File: src/rtl/conv_seq_pkg.sv
package conv_seq_pkg;
    typedef enum logic [1:0] {
        S_RST_LOW = 2'd0,
        S_SETTLE  = 2'd1,
        S_ACQ     = 2'd2,
        S_CONV    = 2'd3
    } seq_state_e;
endpackage

File: src/rtl/conv_seq_rdy_sync.sv
// Synchronizes the asynchronous ready pin and flags its rising edge.
module conv_seq_rdy_sync #(
    parameter int STAGES = 2
) (
    input  logic clk,
    input  logic rst_n,
    input  logic d,
    output logic rise
);
    logic lvl;
    logic prev;

    generate
        if (STAGES == 0) begin : g_direct
            assign lvl = d;
        end else begin : g_chain
            logic [STAGES-1:0] sh;
            always_ff @(posedge clk or negedge rst_n) begin
                if (!rst_n) begin
                    sh <= '0;
                end else begin
                    sh[0] <= d;
                    for (int i = 1; i < STAGES; i++) begin
                        sh[i] <= sh[i-1];
                    end
                end
            end
            assign lvl = sh[STAGES-1];
        end
    endgenerate

    always_ff @(posedge clk or negedge rst_n) begin
        if (!rst_n) prev <= 1'b0;
        else        prev <= lvl;
    end

    assign rise = lvl & ~prev;
endmodule

File: src/rtl/conv_seq_timer.sv
// Phase counter: cleared on every state change, otherwise counts up and saturates.
module conv_seq_timer #(
    parameter int W = 8
) (
    input  logic         clk,
    input  logic         rst_n,
    input  logic         clr,
    output logic [W-1:0] cnt
);
    always_ff @(posedge clk or negedge rst_n) begin
        if (!rst_n)          cnt <= '0;
        else if (clr)        cnt <= '0;
        else if (cnt != '1)  cnt <= cnt + 1'b1;
    end
endmodule

File: src/rtl/conv_seq.sv
module conv_seq
    import conv_seq_pkg::*;
#(
    parameter int CONV_MAX_CYC = 40,
    parameter int ACQ_MIN_CYC  = 12,
    parameter int SETTLE_CYC   = 30,
    parameter int RST_LOW_CYC  = 8,
    parameter int SYNC_STAGES  = 2
) (
    input  logic clk,
    input  logic rst_n,
    input  logic start_req,
    input  logic init_req,
    input  logic use_ready,
    input  logic rdy_in,
    output logic cnv_start,
    output logic cnv_rst_n,
    output logic sclk_en,
    output logic done,
    output logic busy
);
    localparam int MAX_A = (CONV_MAX_CYC > ACQ_MIN_CYC) ? CONV_MAX_CYC : ACQ_MIN_CYC;
    localparam int MAX_B = (SETTLE_CYC > RST_LOW_CYC) ? SETTLE_CYC : RST_LOW_CYC;
    localparam int MAXV  = (MAX_A > MAX_B) ? MAX_A : MAX_B;
    localparam int CNT_W = $clog2(MAXV + 1) + 1;
    localparam logic [CNT_W-1:0] LIM_CONV   = CNT_W'(CONV_MAX_CYC - 1);
    localparam logic [CNT_W-1:0] LIM_ACQ    = CNT_W'(ACQ_MIN_CYC - 1);
    localparam logic [CNT_W-1:0] LIM_SETTLE = CNT_W'(SETTLE_CYC - 1);
    localparam logic [CNT_W-1:0] LIM_RST    = CNT_W'(RST_LOW_CYC - 1);

    seq_state_e       st, nxt;
    logic [CNT_W-1:0] cnt;
    logic             rdy_rise;
    logic             pend;
    logic             go_conv;

    conv_seq_rdy_sync #(.STAGES(SYNC_STAGES)) u_rdy (
        .clk  (clk),
        .rst_n(rst_n),
        .d    (rdy_in),
        .rise (rdy_rise)
    );

    conv_seq_timer #(.W(CNT_W)) u_tmr (
        .clk  (clk),
        .rst_n(rst_n),
        .clr  (nxt != st),
        .cnt  (cnt)
    );

    // Next-state decision
    always_comb begin
        nxt     = st;
        go_conv = 1'b0;
        unique case (st)
            S_RST_LOW: if (cnt == LIM_RST) nxt = S_SETTLE;
            S_SETTLE:  if (use_ready ? rdy_rise : (cnt == LIM_SETTLE)) nxt = S_ACQ;
            S_ACQ: begin
                if (init_req) begin
                    nxt = S_RST_LOW;
                end else if ((pend || start_req) && (cnt >= LIM_ACQ)) begin
                    nxt     = S_CONV;
                    go_conv = 1'b1;
                end
            end
            S_CONV:    if (use_ready ? rdy_rise : (cnt == LIM_CONV)) nxt = S_ACQ;
            default:   nxt = S_RST_LOW;
        endcase
    end

    // State register, pending request and end-of-conversion pulse
    always_ff @(posedge clk or negedge rst_n) begin
        if (!rst_n) begin
            st   <= S_RST_LOW;
            pend <= 1'b0;
            done <= 1'b0;
        end else begin
            st   <= nxt;
            pend <= (pend | start_req) & ~go_conv;
            done <= (st == S_CONV) && (nxt == S_ACQ);
        end
    end

    // Level outputs decoded from state
    always_comb begin
        cnv_start = (st == S_CONV);
        cnv_rst_n = (st != S_RST_LOW);
        sclk_en   = (st == S_ACQ) || (st == S_CONV);
        busy      = (st != S_ACQ);
    end

    // Run-length monitors of the output pins, used by the properties below
    logic [CNT_W-1:0] hi_run, lo_run, rl_run;
    always_ff @(posedge clk or negedge rst_n) begin
        if (!rst_n) begin
            hi_run <= '0;
            lo_run <= '0;
            rl_run <= '0;
        end else begin
            hi_run <= cnv_start ? ((hi_run != '1) ? hi_run + 1'b1 : hi_run) : '0;
            lo_run <= !cnv_start ? ((lo_run != '1) ? lo_run + 1'b1 : lo_run) : '0;
            rl_run <= !cnv_rst_n ? ((rl_run != '1) ? rl_run + 1'b1 : rl_run) : '0;
        end
    end

    p_rst_width_r2: assert property (@(posedge clk) disable iff (!rst_n)
        $rose(cnv_rst_n) |-> (rl_run == CNT_W'(RST_LOW_CYC)));

    p_conv_len_r5: assert property (@(posedge clk) disable iff (!rst_n)
        ($fell(cnv_start) && !use_ready) |-> (hi_run == CNT_W'(CONV_MAX_CYC)));

    p_done_pos_r7: assert property (@(posedge clk) disable iff (!rst_n)
        done |-> ($past(cnv_start) && !cnv_start));

    p_done_once_r7: assert property (@(posedge clk) disable iff (!rst_n)
        done |=> !done);

    p_acq_min_r8: assert property (@(posedge clk) disable iff (!rst_n)
        $rose(cnv_start) |-> (lo_run >= CNT_W'(ACQ_MIN_CYC)));
endmodule

File: config.mk
export PLATFORM = sky130hd
export DESIGN_NAME = conv_seq
export DESIGN_NICKNAME = d
export VERILOG_FILES = /design/src/rtl/conv_seq_pkg.sv /design/src/rtl/conv_seq_rdy_sync.sv /design/src/rtl/conv_seq_timer.sv /design/src/rtl/conv_seq.sv
export SDC_FILE = /design/constraint.sdc
export NUM_CORES = 1
export LEC_CHECK = 0
export BUFFER_PORTS_ARGS = -buffer_cell sky130_fd_sc_hd__buf_2
export CORE_UTILIZATION = 47
export DETAILED_ROUTE_END_ITERATION = 8
export HOLD_SLACK_MARGIN = 0.15
export PLACE_DENSITY = 0.73
export SKIP_LAST_GASP = 1
export SLEW_MARGIN = 40
export SYNTH_ARGS = -nofsm -noshare
export SYNTH_HDL_FRONTEND = slang
export SYNTH_HIERARCHICAL = 1
export SYNTH_SLANG_ARGS = --single-unit
File: constraint.sdc
create_clock -name clk -period 3.9 [get_ports clk]
set_clock_uncertainty 0.1 [all_clocks]
set_input_delay 0.78 -clock clk [delete_from_list [all_inputs] [get_ports clk]]
set_output_delay 0.78 -clock clk [all_outputs]
set_load 0.005 [all_outputs]
[Word level (Yosys, flattened, before mapping)]
Cells that the tools add are included.
Operators by class
  $add $sub $neg: 1
  magnitude comparators: 1
  equal/unequal tests: 10
  multiplexer cells: 13
  bitwise gates (word level): 5
  reductions and logical operators: 7
Operators with widths (count)
  $mux 7: 2
  $mux 2: 5
  $pmux 2 s4: 1
  $add 7x1->7 const B: 1
  $eq 7x3->1 const B: 1
  $eq 7x5->1 const B: 1
  $eq 7x6->1 const B: 1
  $ge 7x4->1 const B: 1
  $ne 7x7->1 const B: 1
  $eq 2x2->1 const B: 3
  $mux 1: 5
  $reduce_bool 2->1: 2
  $and 1x1->1: 2
  $eq 2x1->1 const B: 1
  $logic_and 1x1->1: 2
  $logic_not 2->1: 1
  $logic_or 1x1->1: 2
  $ne 2x2->1: 1
  $ne 2x2->1 const B: 1
  $not 1->1: 2
  $or 1x1->1: 1
Storage, ports and cells
  register bits after elaboration: 14
  input bits: 6
  output and inout port bits: 5
  word-level logic and storage cells: 43

[Logic depth before layout (Yosys ltp)]
  depth in word-level cells: 7
  gate-level depth with buffers: 8
  depth with buffers taken out: 8

[Hierarchy]
Netlist, hierarchy kept.
Modules (own cells, without submodules)
  conv_seq_timer: instances 1, cells an instance 33, area an instance 349.1 um^2, seq. area each 175.2 um^2
  conv_seq: instances 1, cells an instance 36, area an instance 304.0 um^2, seq. area each 100.1 um^2
  conv_seq_rdy_sync: instances 1, cells an instance 4, area an instance 88.8 um^2, seq. area each 75.1 um^2

[Worst setup path before layout]
No wires, ideal clock.
  path kind: input to register
  from: input use_ready
  to: register u_tmr.cnt[1]
  setup time: 0.124 ns
  data arrival time: 2.043 ns
  data required time: 3.676 ns
  setup slack: 1.632 ns
  stages: 7
  buffers on the path: 0
  path through: nor4b_1 -> a221oi_2 -> a211oi_2 -> mux2i_1 -> inv_1 -> nand2_1 -> mux2i_1
Between the ends
  word-level cells in the longest chain between the ends: 5
  elaborated cells on any way between the ends: 8
  classes of those cells: eq/ne (1); mux (6); reduce/logical (1)
Ends and longest elaborated chain
  from (decl): RTL line conv_seq.sv:14  | input logic use_ready,
  $mux 1 (on tied branches): RTL line conv_seq.sv:66, conv_seq.sv:57
  $mux 2 (on tied branches): RTL line conv_seq.sv:66, conv_seq.sv:57
  $pmux 2 s4 *: RTL line conv_seq.sv:55  | unique case (st)
  $ne 2x2->1 *: RTL line conv_seq.sv:47  | .clr (nxt != st),
  $mux 7 or $reduce_bool 2->1 (tied branches)
  to (signal assigned): RTL line conv_seq_timer.sv:13  | else if (cnt != '1) cnt <= cnt + 1'b1;
  to (decl): RTL line conv_seq_timer.sv:8  | output logic [W-1:0] cnt
Every way passes the cells marked *; elsewhere a longest branch is shown, timed or not.
A chain may end at the register's enable or synchronous reset.

[Final worst setup path]
Same ends and word-level chain as after synthesis.

==> impl_metrics.py <==
metrics = {
    "status": {
        "result_of_the_run": "finished, final reports clean",
    },
    "routing": {
        "remaining_drc_errors": 0,
        "wl_per_cell_um": 13.9,
        "drt_first_iter_violations": 29,
        "drt_first_pass_iters": 4,
        "vias": 623,
        "vias_per_cell": 6.23,
        "postRouteAntennaNets": 0,
        "postRouteWirelength_mm": 1.39,
    },
    "clocking": {
        "clock_path_buffers": 2,
        "post_cts_sizing_count": 0,
        "worst_setup_hold_path_clk_slew_ns": 0.07,
        "cts_tree": "done",
        "cts_num_sinks": 14,
        "worst_skew_pair.late_latency_ns": 0.27,
        "cts_setup_buffers": 0,
        "clock_tree.root_cell": "clkbuf_4",
        "cts_hold_repair.buffers": 0,
        "cts.htree.levels": 1,
        "tritoncts.num_buffers": 3,
    },
    "worst_hold_path": {
        "hold_path_startpoint": "u_rdy/g_chain.sh[0]",
        "holdPathStages": 0,
        "class_of_the_most_critical_hold_timing_path": "flop to flop",
    },
    "logic_synthesis": {
        "yosysSeqAreaShare_pct": 47.2,
        "netlist_instances": 73,
        "synth.area.top_cells": "dfrtp_1 47%, a21oi_1 5.4%, nand2_1 3.5%",
        "synthDominantAreaCellType": "dfrtp_1",
        "synthesis.nets": 80,
        "post-synth-top-count-cell": "dfrtp_1",
        "ys_types": 33,
        "synth_flop_cell": "dfrtp_1",
        "area_of_the_mapped_netlist_um2": 742,
        "synthesis.yosys.warnings": 6,
        "post_synth_most_frequent_cells": "14 x dfrtp_1, 8 x a21oi_1, 7 x nand2_1, 6 x nor2_1, 4 x inv_1",
        "syn-mean-instance-area_um2": 10.2,
        "synth_top_area_share_pct": 47.2,
        "ys_async_sr_fraction_pct": 100,
        "synth_seq_cells": 14,
        "synth-edff-count": 0,
    },
    "timing": {
        "tightestPinTransition_ns": 0.616,
        "hold-worst-slack_ns": 0.250,
        "maxSlewViolCount": 0,
        "timing_hold_violations_final": 0,
        "setup_viol_count_final": 0,
        "maxSlewHeadroom_pct": 57.7,
        "layout_min_cycle_time_ns": 2.43,
        "tns_ns": 0,
        "min_period_over_period_pct": 62.3,
        "grt_setup_unrepaired": "no",
        "clock.fmax_ghz": 0.412,
        "postLayoutSetupSlackWorst_ns": 1.47,
    },
    "floorplanning": {
        "fp-row-count": 13,
        "core_area_um2": 1380,
        "io_pins": 11,
        "area_of_the_die_um2": 1740,
        "horizontal_die_dimension_um": 41.7,
        "die_h_um": 41.7,
        "initial_util_pct": 53.7,
    },
    "placed_design": {
        "detailed_place_hpwl_mm": 1.01,
        "dp_slack_ns": 1.22,
        "port_buffers": 10,
        "finalWeightedCongestion": 0.814,
        "post_dp_cell_area_um2": 807,
        "post-place-cells": 97,
    },
    "worst_setup_path": {
        "cp-startpoint": "use_ready",
        "setup.worst_path.start_class": "primary input",
        "critical_path.reg2reg.endpoint": "u_tmr/cnt[1]",
        "regToRegStartpoint": "u_tmr/cnt[4]",
        "cp_data_required_time_ns": 3.96,
        "r2r_setup_slack_ns": 1.51,
        "arrival_ns": 2.49,
        "r2r.worst_path.cells": 7,
        "crit_end": "u_tmr/cnt[1]",
        "type_of_the_worst_setup_path": "primary input to flop",
        "critical_path.endpoint_type": "flop",
        "worst-path-max-fanout": 6,
    },
    "pwr": {
        "power-per-cell-area_nw_per_um2": 548,
        "power.leakage_nw": 0.401,
        "design_power_total_uw": 455,
        "peakVddDrop_mv": 0.286,
    },
    "global_routing": {
        "grt_usage_pct": 18.4,
        "pin_count_of_the_biggest_net_entering_global_routing": 15,
        "grt_pass1_wl_mm": 2.37,
        "initial_antenna_violation_count": 0,
        "grt-ovfl-total": 0,
        "first_global_vias": 546,
    },
    "job": {
        "max_cap_viol_count": 0,
    },
    "final_layout": {
        "layout.cells.non_filler": 100,
        "final_core_util_pct": 60.0,
        "post_route_cells_drive_above_1_share_pct": 22.4,
        "finish.instance_area_um2": 830,
        "antenna_cells_inserted": 0,
        "area_delta_synth_final_pct": 11.8,
        "finalNetCount": 94,
    },
}
==> final cells by class <==
class	count	area [µm²]
Clock buffer	3	22.5
Fill cell	120	553
Inverter	4	15.0
Multi-Input combinational cell	54	373
Sequential cell	14	350
Tap cell	15	18.8
Timing Repair Buffer	10	50.0
==> sequential cells by signal, summed over array words and instances (netlist names) <==
| signal | cells |
|---|---|
| u_rdy/prev | 1 |
| st | 2 |
| done | 1 |
| u_rdy/g_chain.sh | 2 |
| u_tmr/cnt | 7 |
| pend | 1 |
==> worst min-delay path by stage <==
| stage | end | slack (ns) |
|---|---|---|
| after global routing | u_rdy/g_chain.sh[1] | 0.27 |
| final | u_rdy/g_chain.sh[1] | 0.25 |
| after detailed placement | u_rdy/g_chain.sh[1] | 0.23 |
| after global placement | u_rdy/g_chain.sh[1] | 0.23 |
| after CTS | u_rdy/g_chain.sh[1] | 0.25 |
| after floorplan | u_rdy/g_chain.sh[1] | 0.23 |
==> placed cells by master, fill, tap and decap left out, types with 2 or more instances in the layout <==
cell      Yosys  layout
inv_1         4       4
buf_2         0      10
a21oi_1       8       8
mux2i_1       2       2
nor2_1        6       6
nand2_1       7       7
o21ai_1       2       2
nor3_1        3       3
clkbuf_4      0       3
dfrtp_1      14      14
a21o_1        2       2
a311oi_1      2       2
==> kinds of logic after synthesis <==
group                      share of synthesized area (%)
adders and majority gates                           1.69
muxes                                               2.70
AOI/OAI and AO/OA                                   22.6
DFF                                                 47.2
and+or+nand+nor                                     23.3
buffers and inverters                               2.53
==> critical path, cell delays in order <==
cell and delay, ns:
buf_2 0.13, nor4b_1 0.34, a221oi_2 0.13, a211oi_2 0.21, mux2i_1 0.58, inv_1 0.16
nand2_1 0.10, mux2i_1 0.06
==> power by group <==
| group | internal [mW] | total, mW | switching [mW] |
|---|---|---|---|
| registers | 0.173 | 0.217 | 0.0438 |
| clock network | 0.0357 | 0.0761 | 0.0404 |
| logic | 0.0735 | 0.162 | 0.0882 |
==> routing by layer <==
metal / vias up / global-route usage, % / routed length [µm]
li1: 298 / - / -
met1: 299 / 23.5 / 622
met2: 24 / 27.8 / 670
met3: 2 / 4.78 / 81
met4: 0 / 11.0 / 12
met5: - / 0 / 0
Power figures use the tool's default switching activity.
